[src/rtl/ivt_pkg.sv]
package ivt_pkg;
    localparam int DATA_W = 32;

    // Word indices (byte offset / 4) within the register window
    localparam logic [5:0] WIDX_RELOAD = 6'd0;
    localparam logic [5:0] WIDX_COUNT  = 6'd1;
    localparam logic [5:0] WIDX_CTRL   = 6'd2;
    localparam logic [5:0] WIDX_STATUS = 6'd3;

    // Control word bit positions
    localparam int CB_RUN     = 0;
    localparam int CB_PERIOD  = 1;
    localparam int CB_IE      = 2;
    localparam int CB_DIV_LSB = 8;

    typedef struct packed {
        logic run;
        logic periodic;
        logic ie;
    } ctrl_flags_t;
endpackage

[src/rtl/ivt_prescaler.sv]
module ivt_prescaler #(
    parameter int PRE_W = 8
) (
    input  logic             clk,
    input  logic             rst_n,
    input  logic             tick_en,
    input  logic             restart,
    input  logic [PRE_W-1:0] div,
    output logic             step
);
    typedef struct packed {
        logic [PRE_W-1:0] phase;
    } pre_state_t;

    pre_state_t st_d, st_q;

    always_comb begin
        st_d = st_q;
        // >= keeps the period bounded if the divider is lowered mid-count
        step = tick_en && (st_q.phase >= div);
        if (restart) begin
            st_d.phase = '0;
        end else if (tick_en) begin
            st_d.phase = step ? '0 : st_q.phase + 1'b1;
        end
    end

    always_ff @(posedge clk or negedge rst_n) begin
        if (!rst_n) st_q <= '0;
        else        st_q <= st_d;
    end
endmodule

[src/rtl/ivt_counter.sv]
module ivt_counter #(
    parameter int CNT_W = 32
) (
    input  logic             clk,
    input  logic             rst_n,
    input  logic             reload_wr,
    input  logic             count_wr,
    input  logic [CNT_W-1:0] wdata,
    input  logic             step,
    input  logic             periodic,
    output logic [CNT_W-1:0] cnt,
    output logic [CNT_W-1:0] reload_val,
    output logic             hit
);
    typedef struct packed {
        logic [CNT_W-1:0] cnt;
        logic [CNT_W-1:0] rld;
    } cnt_state_t;

    cnt_state_t st_d, st_q;

    always_comb begin
        st_d = st_q;
        hit  = 1'b0;
        if (reload_wr) begin
            st_d.cnt = wdata;
            st_d.rld = wdata;
        end else if (count_wr) begin
            st_d.cnt = wdata;
        end else if (step) begin
            if (st_q.cnt != '0) begin
                st_d.cnt = st_q.cnt - 1'b1;
                hit      = (st_q.cnt == CNT_W'(1));
            end else if (periodic) begin
                st_d.cnt = st_q.rld;
            end
        end
    end

    always_ff @(posedge clk or negedge rst_n) begin
        if (!rst_n) st_q <= '0;
        else        st_q <= st_d;
    end

    assign cnt        = st_q.cnt;
    assign reload_val = st_q.rld;
endmodule

[src/rtl/ivt_regs.sv]
module ivt_regs
    import ivt_pkg::*;
#(
    parameter int CNT_W  = 32,
    parameter int PRE_W  = 8,
    parameter int ADDR_W = 8
) (
    input  logic              clk,
    input  logic              rst_n,
    input  logic [ADDR_W-1:0] bus_addr,
    input  logic              bus_we,
    input  logic [DATA_W-1:0] bus_wdata,
    input  logic              hit,
    input  logic [CNT_W-1:0]  cnt,
    input  logic [CNT_W-1:0]  reload_val,
    output logic              reload_wr,
    output logic              count_wr,
    output logic              restart,
    output logic              run,
    output logic              periodic,
    output logic [PRE_W-1:0]  div,
    output logic              flag,
    output logic [DATA_W-1:0] bus_rdata,
    output logic              irq
);
    localparam int WORD_W = ADDR_W - 2;

    typedef struct packed {
        ctrl_flags_t      cf;
        logic [PRE_W-1:0] div;
        logic             flag;
    } reg_state_t;

    reg_state_t        st_d, st_q;
    logic [WORD_W-1:0] widx;
    logic              ctrl_wr;
    logic              stat_clr;

    assign widx = bus_addr[ADDR_W-1:2];

    always_comb begin
        st_d      = st_q;
        reload_wr = bus_we && (widx == WORD_W'(WIDX_RELOAD));
        count_wr  = bus_we && (widx == WORD_W'(WIDX_COUNT));
        ctrl_wr   = bus_we && (widx == WORD_W'(WIDX_CTRL));
        stat_clr  = bus_we && (widx == WORD_W'(WIDX_STATUS)) && bus_wdata[0];
        restart   = reload_wr || (ctrl_wr && bus_wdata[CB_RUN] && !st_q.cf.run);

        if (ctrl_wr) begin
            st_d.cf.run      = bus_wdata[CB_RUN];
            st_d.cf.periodic = bus_wdata[CB_PERIOD];
            st_d.cf.ie       = bus_wdata[CB_IE];
            st_d.div         = bus_wdata[CB_DIV_LSB +: PRE_W];
        end
        // a set in the same cycle as a clear wins
        st_d.flag = hit || (st_q.flag && !stat_clr);
    end

    always_comb begin
        bus_rdata = '0;
        case (widx)
            WORD_W'(WIDX_RELOAD): bus_rdata = DATA_W'(reload_val);
            WORD_W'(WIDX_COUNT):  bus_rdata = DATA_W'(cnt);
            WORD_W'(WIDX_CTRL): begin
                bus_rdata[CB_RUN]              = st_q.cf.run;
                bus_rdata[CB_PERIOD]           = st_q.cf.periodic;
                bus_rdata[CB_IE]               = st_q.cf.ie;
                bus_rdata[CB_DIV_LSB +: PRE_W] = st_q.div;
            end
            WORD_W'(WIDX_STATUS): bus_rdata[0] = st_q.flag;
            default:              bus_rdata = '0;
        endcase
    end

    always_ff @(posedge clk or negedge rst_n) begin
        if (!rst_n) st_q <= '0;
        else        st_q <= st_d;
    end

    assign run      = st_q.cf.run;
    assign periodic = st_q.cf.periodic;
    assign div      = st_q.div;
    assign flag     = st_q.flag;
    assign irq      = st_q.flag && st_q.cf.ie;
endmodule

[src/rtl/ivtimer.sv]
module ivtimer #(
    parameter int CNT_W  = 32,
    parameter int PRE_W  = 8,
    parameter int ADDR_W = 8
) (
    input  logic              clk,
    input  logic              rst_n,
    input  logic              pclk_en,
    input  logic [ADDR_W-1:0] bus_addr,
    input  logic              bus_we,
    input  logic [31:0]       bus_wdata,
    output logic [31:0]       bus_rdata,
    output logic              irq
);
    logic             reload_wr, count_wr, restart;
    logic             run, periodic, flag, step, hit;
    logic [PRE_W-1:0] div;
    logic [CNT_W-1:0] cnt_w, reload_w;

    ivt_regs #(.CNT_W(CNT_W), .PRE_W(PRE_W), .ADDR_W(ADDR_W)) regs_i (
        .clk(clk), .rst_n(rst_n), .bus_addr(bus_addr), .bus_we(bus_we),
        .bus_wdata(bus_wdata), .hit(hit), .cnt(cnt_w), .reload_val(reload_w),
        .reload_wr(reload_wr), .count_wr(count_wr), .restart(restart),
        .run(run), .periodic(periodic), .div(div), .flag(flag),
        .bus_rdata(bus_rdata), .irq(irq)
    );

    ivt_prescaler #(.PRE_W(PRE_W)) pre_i (
        .clk(clk), .rst_n(rst_n), .tick_en(run && pclk_en),
        .restart(restart), .div(div), .step(step)
    );

    ivt_counter #(.CNT_W(CNT_W)) cnt_i (
        .clk(clk), .rst_n(rst_n), .reload_wr(reload_wr), .count_wr(count_wr),
        .wdata(bus_wdata[CNT_W-1:0]), .step(step), .periodic(periodic),
        .cnt(cnt_w), .reload_val(reload_w), .hit(hit)
    );
endmodule

[config.mk]
export PLATFORM = sky130hd
export DESIGN_NAME = ivtimer
export DESIGN_NICKNAME = d
export VERILOG_FILES = /design/src/rtl/ivt_pkg.sv /design/src/rtl/ivt_prescaler.sv /design/src/rtl/ivt_counter.sv /design/src/rtl/ivt_regs.sv /design/src/rtl/ivtimer.sv
export SDC_FILE = /design/constraint.sdc
export NUM_CORES = 1
export LEC_CHECK = 0
export ABC_AREA = 0
export BUFFER_PORTS_ARGS = -buffer_cell sky130_fd_sc_hd__buf_2
export CAP_MARGIN = 10
export CORE_MARGIN = 5
export CORE_UTILIZATION = 53
export CTS_CLUSTER_DIAMETER = 30
export DETAILED_ROUTE_END_ITERATION = 10
export GPL_ROUTABILITY_DRIVEN = 0
export GPL_TIMING_DRIVEN = 1
export PLACE_DENSITY = 0.82
export SYNTH_ARGS = -nofsm -noshare
export SYNTH_HDL_FRONTEND = slang
export SYNTH_SLANG_ARGS = --single-unit
[constraint.sdc]
create_clock -name clk -period 2.2 [get_ports clk]
set_input_delay 0.22 -clock clk [delete_from_list [all_inputs] [get_ports clk]]
set_output_delay 0.22 -clock clk [all_outputs]
set_load 0.005 [all_outputs]
# ---- After elaboration in Yosys (flattened, before gate mapping)
# Cells that the tools add are included.
dict set report classes {
  n_reduce_logical 21
  mux 17
  n_eq_ne 4
  n_addsub 2
  magnitude_cmp 1
}
# op n
set ops {}
lappend ops {{2-to-1 mux 32 bit} 5}
lappend ops {{== test 32 x 1 -> 1 bit, second input constant} 1}
lappend ops {{one-hot mux 16 bit (2 select lines)} 1}
lappend ops {{nonzero test 32 bit} 1}
lappend ops {{subtractor 32 x 1 -> 32 bit, second input constant} 1}
lappend ops {{2-to-1 mux 8 bit} 3}
lappend ops {{one-hot mux 8 bit (3 select lines)} 1}
lappend ops {{== test 6 x 2 -> 1 bit, second input constant} 2}
lappend ops {{logical AND 1 bit} 11}
lappend ops {{one-hot mux 5 bit (2 select lines)} 1}
lappend ops {{adder 8 x 1 -> 8 bit, second input constant} 1}
lappend ops {{greater-or-equal comparator 8 bit} 1}
lappend ops {{== test 6 x 1 -> 1 bit, second input constant} 1}
lappend ops {{zero test 6 bit} 1}
lappend ops {{one-hot mux 2 bit (3 select lines)} 1}
lappend ops {{2-to-1 mux 1 bit} 4}
lappend ops {{one-hot mux 1 bit (4 select lines)} 1}
lappend ops {{nonzero test 4 bit} 1}
lappend ops {{nonzero test 3 bit} 1}
lappend ops {{zero test 1 bit} 2}
lappend ops {{logical OR 1 bit} 2}
lappend ops {{AND reduction 2 bit} 1}
lappend ops {{nonzero test 2 bit} 1}
dict set report totals {
  regBits 84
  input_bits 44
  elab_cells 53
}

# ---- Logic depth before layout (Yosys ltp)
# Gate-level depths: netlist of the first run.
dict set report logic_depth {
  ltp_word 6
  mapped_depth 9
}

# ---- Hierarchy
# Synthesis of the first run repeated with hierarchy kept, for this count alone.
dict set report hier_totals {
  hier_cells 579
  area_unflattened_um2 5499.0
}
# mod cells_each n_inst area_per_inst_um2 seq_area_each_um2
set by_module_without_submodules {}
lappend by_module_without_submodules {ivt_counter 357 1 3584.7 1601.5}
lappend by_module_without_submodules {ivt_regs 142 1 1233.7 300.3}
lappend by_module_without_submodules {ivt_prescaler 79 1 674.4 200.2}
lappend by_module_without_submodules {ivtimer 1 1 6.3 0.0}

# ---- Worst setup path before layout of the first run
# OpenSTA, ideal clock, no wires.
dict set report synth_timing {
  kind {reg-to-reg}
  from {reg cnt_i.st_q, in the netlist cnt_i.cnt[17]}
  to {reg cnt_i.st_q, in the netlist cnt_i.cnt[26]}
  t_arrival_ps 1951
  required_ps 2073
  slack_ps 122
  synth_period_minus_slack_ps 2078
  path_stages_with_launch 7
  path_cell_list {dfrtp_1 > nor4_2 > nand3_1 > nor4_1 > mux2_2 > a221oi_1 > nor2_1}
}
dict set report synth_via {
  elab_chain_cells 5
}
# item line
set synth_rtl {}
lappend synth_rtl {{start, declared} ivt_counter.sv:20} ;# cnt_state_t st_d, st_q;
lappend synth_rtl {{start signal, assigned} ivt_counter.sv:42} ;# else st_q <= st_d;
lappend synth_rtl {{subtractor 32 x 1 -> 32 bit / nonzero test 32 bit (equally long branches)} {ivt_counter.sv:32, ivt_counter.sv:31}}
lappend synth_rtl {{2-to-1 mux 32 bit} ivt_counter.sv:31} ;# if (st_q.cnt != '0) begin
lappend synth_rtl {{2-to-1 mux 32 bit} ivt_counter.sv:30} ;# end else if (step) begin
lappend synth_rtl {{2-to-1 mux 32 bit} ivt_counter.sv:28} ;# end else if (count_wr) begin
lappend synth_rtl {{2-to-1 mux 32 bit} ivt_counter.sv:25} ;# if (reload_wr) begin
# Parallel ways exist; a longest one is shown, timed or not. The select of a mux whose other input is x is not followed.
# A chain may end at the register's enable or synchronous reset.

# ---- Worst setup path after layout of the first run
dict set report layout_timing {
  from {reg cnt_i.st_q, in the netlist cnt_i.cnt[10]}
  to {reg cnt_i.st_q, in the netlist cnt_i.cnt[28]}
}
# Same word-level chain as after synthesis.

==> results of run 1 <==
==> layout by cell type (no fill, tap or decap), drive strengths merged, types with 4 or more instances in the layout <==
cell	netlist	routed
or2	6	6
xor2	8	8
clkbuf	18	15
a21oi	33	33
and2	7	7
inv	17	17
xnor2	6	6
o211ai	12	12
mux2i	15	15
nand2b	4	4
a31oi	17	17
ha	11	11
nor3	17	17
a22o	22	22
nand3	14	14
and3	6	6
or4	5	5
nor4	10	10
o31ai	8	8
a211oi	7	7
mux2	43	43
a211o	4	4
buf	18	174
dfrtp	84	84
nor2	67	67
o21ai	18	18
or3	7	7
nand2	47	47
nand4	12	12
==> sequential cells by signal, summed over array words and instances (netlist names) <==
name / cells
regs_i.st_q: 1
cnt_i.cnt: 32
regs_i.div: 8
regs_i.periodic: 1
pre_i.st_q: 8
regs_i.run: 1
regs_i.flag: 1
cnt_i.reload_val: 32
==> power groups by stage <==
stage	registers, mW	clock network [mW]	logic, mW
after floorplan	2.18	0	1.01
after global placement	2.15	0	1.88
after detailed placement	2.17	0	1.96
after CTS	2.15	1.06	2.03
after global routing	2.23	1.15	2.55
final	2.21	1.07	2.40
==> worst max-delay path by stage <==
stage,from,to,slack [ns],cells past startpoint
6_report,cnt_i.cnt[10],cnt_i.cnt[28],-0.11,6
5_1_grt,cnt_i.cnt[19],cnt_i.cnt[28],-0.22,7
3_5_place_dp,pre_i.st_q[4],cnt_i.cnt[11],-0.33,7
3_3_place_gp,regs_i.div[6],cnt_i.cnt[14],-0.06,8
2_1_floorplan,cnt_i.cnt[17],cnt_i.cnt[26],0.12,6
4_1_cts,regs_i.div[0],cnt_i.cnt[8],-0.05,8
==> layout make-up <==
class                   instances  area share, %
repair buffers                175           17.3
multi-input cells             436           47.4
clock inverters                 1         0.0702
well taps                     136           2.39
inverters                      17          0.896
flip-flops and latches         84           29.5
clock buffers                  15           2.48
==> logic make-up (layout without fill, tap and decap cells) <==
| kind of cell | Yosys count | count (layout) | synth area share, % |
|---|---|---|---|
| xor gates and xnor gates | 14 | 14 | 2.25 |
| AOI/OAI and AO/OA | 141 | 141 | 18.6 |
| and+or+nand+nor | 211 | 211 | 20.8 |
| DFF | 84 | 84 | 38.7 |
| muxes | 59 | 59 | 12.8 |
| adders and majority gates | 11 | 11 | 2.53 |
| buffers and inverters | 53 | 208 | 4.44 |
==> metal layers <==
| layer | routed length (µm) | vias up |
|---|---|---|
| met5 | 0 | - |
| met3 | 2420 | 143 |
| met4 | 1220 | 0 |
| met2 | 8850 | 531 |
| li1 | - | 2418 |
| met1 | 7070 | 2763 |
==> repair_timing <==
item | CTS | global route
gates resized for setup | 11 | 44
hold buffers | 1 | 0
pin swaps | 4 | 21
buffers inserted | 1 | 11
hold endpoints to repair | 21 | 0
setup endpoints to repair | 26 | 45
cloned | 0 | 0
==> worst max-delay path: cells and delay by family (launching register included) <==
kind	cells	cell delay, ns
simple gates	4	1.18
buf+inv	1	0.18
compound gates	1	0.37
flops	1	0.45
==> through the flow <==
stage | hold WS (ns) | TNS [ns] | setup slack [ns] | util [%]
2_1_floorplan | -0.0756 | 0 | 0.122 | -
3_3_place_gp | 0.128 | -0.318 | -0.0577 | 64.3
3_5_place_dp | 0.138 | -2.23 | -0.329 | 64.3
4_1_cts | 0.0703 | -0.118 | -0.0525 | 66.9
5_1_grt | 0.0763 | -2.17 | -0.216 | 70.0
6_report | 0.0581 | -0.884 | -0.109 | 70.0
==> impl_table.tex, run 1 <==
\begin{tabular}{lr}
\hline
Metric & Value \\
\hline
\multicolumn{2}{l}{\textbf{Placed design}} \\
Post-DP Area & 6550 µm² \\
Count of buffers from port buffering & 74 \\
Post-detail-place hpwl & 12500 µm \\
Number of cells in the design after placement & 835 \\
\multicolumn{2}{l}{\textbf{STA}} \\
Headroom to the max-slew limit & 62.2\% \\
Final worst slack & -0.109 ns \\
Actual transition at the worst max-transition pin & 0.567 ns \\
Worst setup skew after layout & around 0.018 ns \\
Final-report hold violation count & 0 \\
Final setup fails & 19 \\
Tmin final & 2.31 ns \\
Achievable clock frequency & 0.433 GHz \\
RSZ-0062 raised after global routing & yes \\
Final worst-path cycle share & 105\% \\
Max-slew violation count & 0 \\
\multicolumn{2}{l}{\textbf{Power}} \\
Lkg Pwr & approximately 3.3 nW \\
Combinational fraction of design power & between 40\% and 50\% \\
Power density of the placed cells & 797 nW/µm² \\
Net switching share of the total power & between 30\% and 40\% \\
Share of power burned in the clock network & 18.9\% \\
Sum of internal, switching and leakage power & approximately 5.7 mW \\
Int Pwr & 3.49 mW \\
Net switching power figure & 2.19 mW \\
Worst IR Drop VDD & 0.000344 V \\
Reg power frac & 38.8\% \\
\multicolumn{2}{l}{\textbf{Synthesis}} \\
Number of flip-flops and latches in the synthesized netlist & 84 \\
Portion of synthesized cell area occupied by the leading cell type & around 39\% \\
Post-Syn Area per Cell & 9.49 µm² \\
Warnings, synthesis & 0 \\
Post-synth top cells & sky130\_fd\_sc\_hd\_\_dfrtp\_1, sky130\_fd\_sc\_hd\_\_nor2\_1, sky130\_fd\_sc\_hd\_\_nand2\_1, sky130\_fd\_sc\_hd\_\_a21oi\_1, sky130\_fd\_sc\_hd\_\_a22o\_1 \\
Async set-or-reset flop fraction in the synthesized netlist & 100\% \\
Synth Instances & 573 \\
Main flop type after synthesis & sky130\_fd\_sc\_hd\_\_dfrtp\_1 \\
Cell with the most instances after synthesis & sky130\_fd\_sc\_hd\_\_dfrtp\_1 \\
Post-synthesis sequential area ratio & about two fifths \\
EDFF count, synth & 0 \\
Top cell type by total area after synthesis & sky130\_fd\_sc\_hd\_\_dfrtp\_1 \\
Most area-consuming cells after synthesis & sky130\_fd\_sc\_hd\_\_dfrtp\_1, sky130\_fd\_sc\_hd\_\_nor2\_1, sky130\_fd\_sc\_hd\_\_a22o\_1 \\
Combined area of all synthesized cells & 5440 µm² \\
Number of distinct library cells after synthesis & 67 \\
Synthesized net count & $\sim$630 \\
\multicolumn{2}{l}{\textbf{Drt}} \\
WL/cell & 22.6 µm \\
Wirelength, routed & 19600 µm \\
Number of nets still failing antenna checks after routing & 0 \\
First-pass iteration count of the detailed router & 5 \\
Final routed DRC violation total & 0 \\
DR vias & 5855 \\
Number of violations reported at the end of detailed-routing iteration 0 & 877 \\
Post-detailed-route via-to-cell ratio & 6.78 \\
\multicolumn{2}{l}{\textbf{GRT}} \\
GR Util met2 & 45.5\% \\
Global-route total usage across every layer & 29.0\% \\
Grt met1 use & between 30\% and 40\% \\
Initial antenna violation count & 0 \\
Maximum number of pins on one net before global-route repair & 64 \\
Number of global-route vias before repair & 5648 \\
Congestion Overflow GR & 0 \\
Met3 GRT Util & 5.08\% \\
Most Used Layer, Global Route & met2 \\
First-pass GRT wire length & 29100 µm \\
\multicolumn{2}{l}{\textbf{CTS}} \\
TritonCTS clock tree & yes \\
Buffers from clock root to sink, at most & 2 \\
Clk Latency, worst-skew pair & 0.38 ns \\
Clock buffer count from CTS & 9 \\
Clock Tree Root & sky130\_fd\_sc\_hd\_\_clkbuf\_8 \\
CTS HTree Levels & 3 \\
CTS clk-pin slew, worst paths & 0.09 ns \\
CTS sink cnt & 84 \\
\multicolumn{2}{l}{\textbf{Critical path}} \\
Critical path data required time & roughly 2.5 ns \\
Source of the worst register-to-register timing path & cnt\_i.cnt[10] \\
CP Data Arrival Time & $\sim$2.6 ns \\
CP peak stage delay & 0.45 ns \\
Count of cells along the worst register-to-register path & 6 \\
Max FO, Critical Path & 4 \\
Cell repeated most along the worst path & sky130\_fd\_sc\_hd\_\_nand4\_1 \\
Cell with the largest stage delay on the worst path & sky130\_fd\_sc\_hd\_\_dfrtp\_1 \\
Register-to-register path setup slack & -0.11 ns \\
Type of origin of the critical path & flop \\
Worst Setup End Kind & flop \\
Worst setup path class & flop to flop \\
Ordered list of cells on the worst path & nor3\_2 > nand4\_1 > nor3\_1 > nand4\_1 > buf\_6 > o41a\_1 \\
Critical R2R Capture & cnt\_i.cnt[28] \\
\multicolumn{2}{l}{\textbf{Layout}} \\
Footprint of the flip-flops and latches & 2100 µm² \\
Area of all placed cells without fillers & 7130 µm² \\
Number of nets at the end of the flow & 778 \\
Area of the multi-input gates & 3380 µm² \\
Post-route insts no fill & 864 \\
Number of inserted filler cells in the final layout & 705 \\
Fraction of layout instances using a drive strength above 1 & 37.5\% \\
Layout overhead on the synthesized area & 31.0\% \\
ANT cells & 0 \\
\multicolumn{2}{l}{\textbf{Hold path}} \\
Worst Hold Path Cells & 3 \\
Worst hold start & bus\_wdata[30] \\
Hold Crit Endpoint & cnt\_i.cnt[30] \\
Class of the worst hold path & primary input to flop \\
\multicolumn{2}{l}{\textbf{Run status}} \\
Failing checks & setup timing \\
Result of the run & finished, violations left \\
\multicolumn{2}{l}{\textbf{Die}} \\
Total die area & $\sim$12000 µm² \\
Row Count & 37 \\
Die width & 111 µm \\
Placeable core region & 10200 µm² \\
Effective utilization at floorplan & 53.4\% \\
Vertical extent of the die & 111 µm \\
Num ports & 77 \\
\multicolumn{2}{l}{\textbf{Job}} \\
Max capacitance violation total & 0 \\
\hline
\end{tabular}
No activity file was read; power rests on OpenSTA's default activity.
==> run 2: changes to the inputs <==
Settings changed: CELL_PAD_IN_SITES_DETAIL_PLACEMENT set to 1, CELL_PAD_IN_SITES_GLOBAL_PLACEMENT set to 1, CORE_UTILIZATION 53 to 40, CTS_CLUSTER_DIAMETER 30 to 120, PLACE_DENSITY 0.82 to 0.8.
==> impl_table.tex, run 2 (synthesis results as in run 1) <==
\begin{tabular}{lr}
\hline
Metric & Value \\
\hline
\multicolumn{2}{l}{\textbf{Die}} \\
Row Count & 42 (was 37) \\
Num ports & 77 (unchanged) \\
Vertical extent of the die & 127 µm (was 111 µm) \\
Effective utilization at floorplan & 40.9\% (was 53.4\%) \\
Placeable core region & 13300 µm² (was 10200 µm²) \\
Total die area & 16000 µm² (was 12400 µm²) \\
Die width & 127 µm (was 111 µm) \\
\multicolumn{2}{l}{\textbf{Drt}} \\
Post-detailed-route via-to-cell ratio & 6.11 (was 6.78) \\
Wire length the detailed router placed on met1 & 8850 µm (was 7070 µm) \\
Number of violations reported at the end of detailed-routing iteration 0 & 487 (was 877) \\
First-pass iteration count of the detailed router & 5 (unchanged) \\
Wirelength, routed & 21400 µm (was 19600 µm) \\
Number of nets still failing antenna checks after routing & 0 (unchanged) \\
DR vias & 5566 (was 5855) \\
Sum of met2 wire segment lengths after detailed routing & 10600 µm (was 8850 µm) \\
Total met3 wirelength after detailed routing & 1160 µm (was 2420 µm) \\
Uppermost metal layer occupied by signal nets & met4 (unchanged) \\
Final routed DRC violation total & 0 (unchanged) \\
WL/cell & 23.5 µm (was 22.6 µm) \\
\multicolumn{2}{l}{\textbf{Power}} \\
Power density of the placed cells & 872 nW/µm² (was 797 nW/µm²) \\
Lkg Pwr & 3.36 nW (was 3.26 nW) \\
Worst IR Drop VDD & 0.000434 V (was 0.000344 V) \\
Sum of internal, switching and leakage power & 6.45 mW (was 5.68 mW) \\
\multicolumn{2}{l}{\textbf{Layout}} \\
Most used cells in the layout excluding fill and tap cells & sky130\_fd\_sc\_hd\_\_buf\_4, sky130\_fd\_sc\_hd\_\_dfrtp\_1, sky130\_fd\_sc\_hd\_\_buf\_2 (unchanged) \\
ANT cells & 0 (unchanged) \\
Layout overhead on the synthesized area & 36.1\% (was 31.0\%) \\
Fraction of layout instances using a drive strength above 1 & 40.0\% (was 37.5\%) \\
Most common library cell in the layout ignoring fill and taps & sky130\_fd\_sc\_hd\_\_buf\_4 (unchanged) \\
Number of nets at the end of the flow & 785 (was 778) \\
\multicolumn{2}{l}{\textbf{STA}} \\
Final worst-path cycle share & 105\% (about the same) \\
Max-slew violation count & 0 (unchanged) \\
Final worst slack & -0.119 ns (was -0.109 ns) \\
RSZ-0062 raised after global routing & yes (unchanged) \\
Achievable clock frequency & 0.431 GHz (was 0.433 GHz) \\
Tmin final & 2.32 ns (was 2.31 ns) \\
Headroom to the max-slew limit & 64.6\% (was 62.2\%) \\
Final-report hold violation count & 0 (unchanged) \\
Final setup fails & 5 (was 19) \\
Actual transition at the worst max-transition pin & 0.530 ns (was 0.567 ns) \\
Worst setup skew after layout & 0.00701 ns (was 0.0177 ns) \\
\multicolumn{2}{l}{\textbf{CTS}} \\
TritonCTS clock tree & yes (unchanged) \\
CTS clk-pin slew, worst paths & 0.06 ns (was 0.09 ns) \\
Clk Latency, worst-skew pair & 0.36 ns (was 0.38 ns) \\
Clock buffer count from CTS & 9 (unchanged) \\
Buffers from clock root to sink, at most & 2 (unchanged) \\
CTS sink cnt & 84 (unchanged) \\
Clock Tree Root & sky130\_fd\_sc\_hd\_\_clkbuf\_16 (was sky130\_fd\_sc\_hd\_\_clkbuf\_8) \\
CTS HTree Levels & 3 (unchanged) \\
\multicolumn{2}{l}{\textbf{Run status}} \\
Result of the run & finished, violations left (unchanged) \\
Failing checks & setup timing (unchanged) \\
\multicolumn{2}{l}{\textbf{Critical path}} \\
CP Data Arrival Time & 2.55 ns (was 2.56 ns) \\
Max FO, Critical Path & 5 (was 4) \\
Type of origin of the critical path & flop (unchanged) \\
Worst setup path class & flop to flop (unchanged) \\
Critical path data required time & 2.43 ns (was 2.46 ns) \\
Worst Setup End Kind & flop (unchanged) \\
\multicolumn{2}{l}{\textbf{GRT}} \\
Congestion Overflow GR & 0 (unchanged) \\
Global-route total usage across every layer & 25.3\% (was 29.0\%) \\
Number of global-route vias before repair & 5857 (was 5648) \\
First-pass GRT wire length & 32300 µm (was 29100 µm) \\
Initial antenna violation count & 0 (unchanged) \\
Maximum number of pins on one net before global-route repair & 49 (was 64) \\
\multicolumn{2}{l}{\textbf{Placed design}} \\
Post-detail-place hpwl & 14300 µm (was 12500 µm) \\
Pre-CTS worst setup slack & -0.0826 ns (was -0.329 ns) \\
Count of buffers from port buffering & 74 (unchanged) \\
\multicolumn{2}{l}{\textbf{Job}} \\
Max capacitance violation total & 0 (unchanged) \\
\multicolumn{2}{l}{\textbf{Hold path}} \\
Class of the worst hold path & primary input to flop (unchanged) \\
\hline
\end{tabular}
run 2: changes by cell type in the layout (fill, tap and decap cells not counted), sizes merged:
cell,delta
buf,+7
clkbuf,-4
bufinv,+3
clkinv,+1
run 2: final timing paths:
| kind | startpoint | slack [ns] | end | depth (start not counted) |
|---|---|---|---|---|
| worst max-delay path | cnt_i.cnt[29] | -0.12 | cnt_i.cnt[9] | 7 |
| worst min-delay path | bus_wdata[29] | 0.09 | cnt_i.reload_val[29] | 2 |
| worst max register to register | cnt_i.cnt[29] | -0.12 | cnt_i.cnt[9] | 7 |
| worst min register to register | cnt_i.reload_val[16] | 0.53 | cnt_i.reload_val[16] | 1 |
| max in group asynchronous | rst_n | 1.15 | cnt_i.cnt[5] | 3 |
| min in group asynchronous | rst_n | 0.39 | cnt_i.reload_val[30] | 2 |
run 2: layer usage:
metal	vias up	GRT usage [%]
li1	2425	-
met1	2832	32.2
met2	241	42.6
met3	68	4.83
met4	0	9.40
met5	-	0
run 2: area by class of cell:
type                       count  area, µm²
fill                        1504       5890
clock inverter                 5        100
inverter                      17       63.8
clock buffer                  11        233
timing repair buffer         182       1280
sequential                    84       2110
multi-input combinational    436       3390
tap                          176        220
run 2: worst max-delay path, stage by stage (launching register included):
cell                       delay, ns
sky130_fd_sc_hd__dfrtp_1        0.39
sky130_fd_sc_hd__or3_4          0.42
sky130_fd_sc_hd__nor3_4         0.32
sky130_fd_sc_hd__and4_4         0.32
sky130_fd_sc_hd__a211oi_2       0.08
sky130_fd_sc_hd__buf_4          0.16
sky130_fd_sc_hd__and2_1         0.15
sky130_fd_sc_hd__o31ai_1        0.35
run 2: timing repair:
item / 4_1_cts / 5_1_grt
gates resized for setup: 11 / 56
endpoints found under the setup margin: 19 / 30
buffers inserted: 3 / 13
cloned: 0 / 0
endpoints found under the hold margin: 36 / 0
pin swaps: 3 / 26
hold buffers: 1 / 0
run 2: per-stage QoR:
stage	setup TNS [ns]	utilization, %	cells	area, µm²	hold slack, ns
floorplan	0	-	573	5440	-0.0756
detailed placement	-0.638	49.8	878	6620	0.239
global route	-1.24	55.7	911	7400	0.110
CTS	0	53.0	898	7050	0.0860
global placement	0	49.8	878	6620	0.234
finish	-0.281	55.7	911	7400	0.0938
run 2: report_power, final:
| group | switching [mW] | internal [mW] | total, mW |
|---|---|---|---|
| sequential | 0.373 | 1.86 | 2.23 |
| combinational | 1.28 | 1.17 | 2.44 |
| clock | 0.667 | 1.11 | 1.77 |
| total | 2.31 | 4.14 | 6.45 |
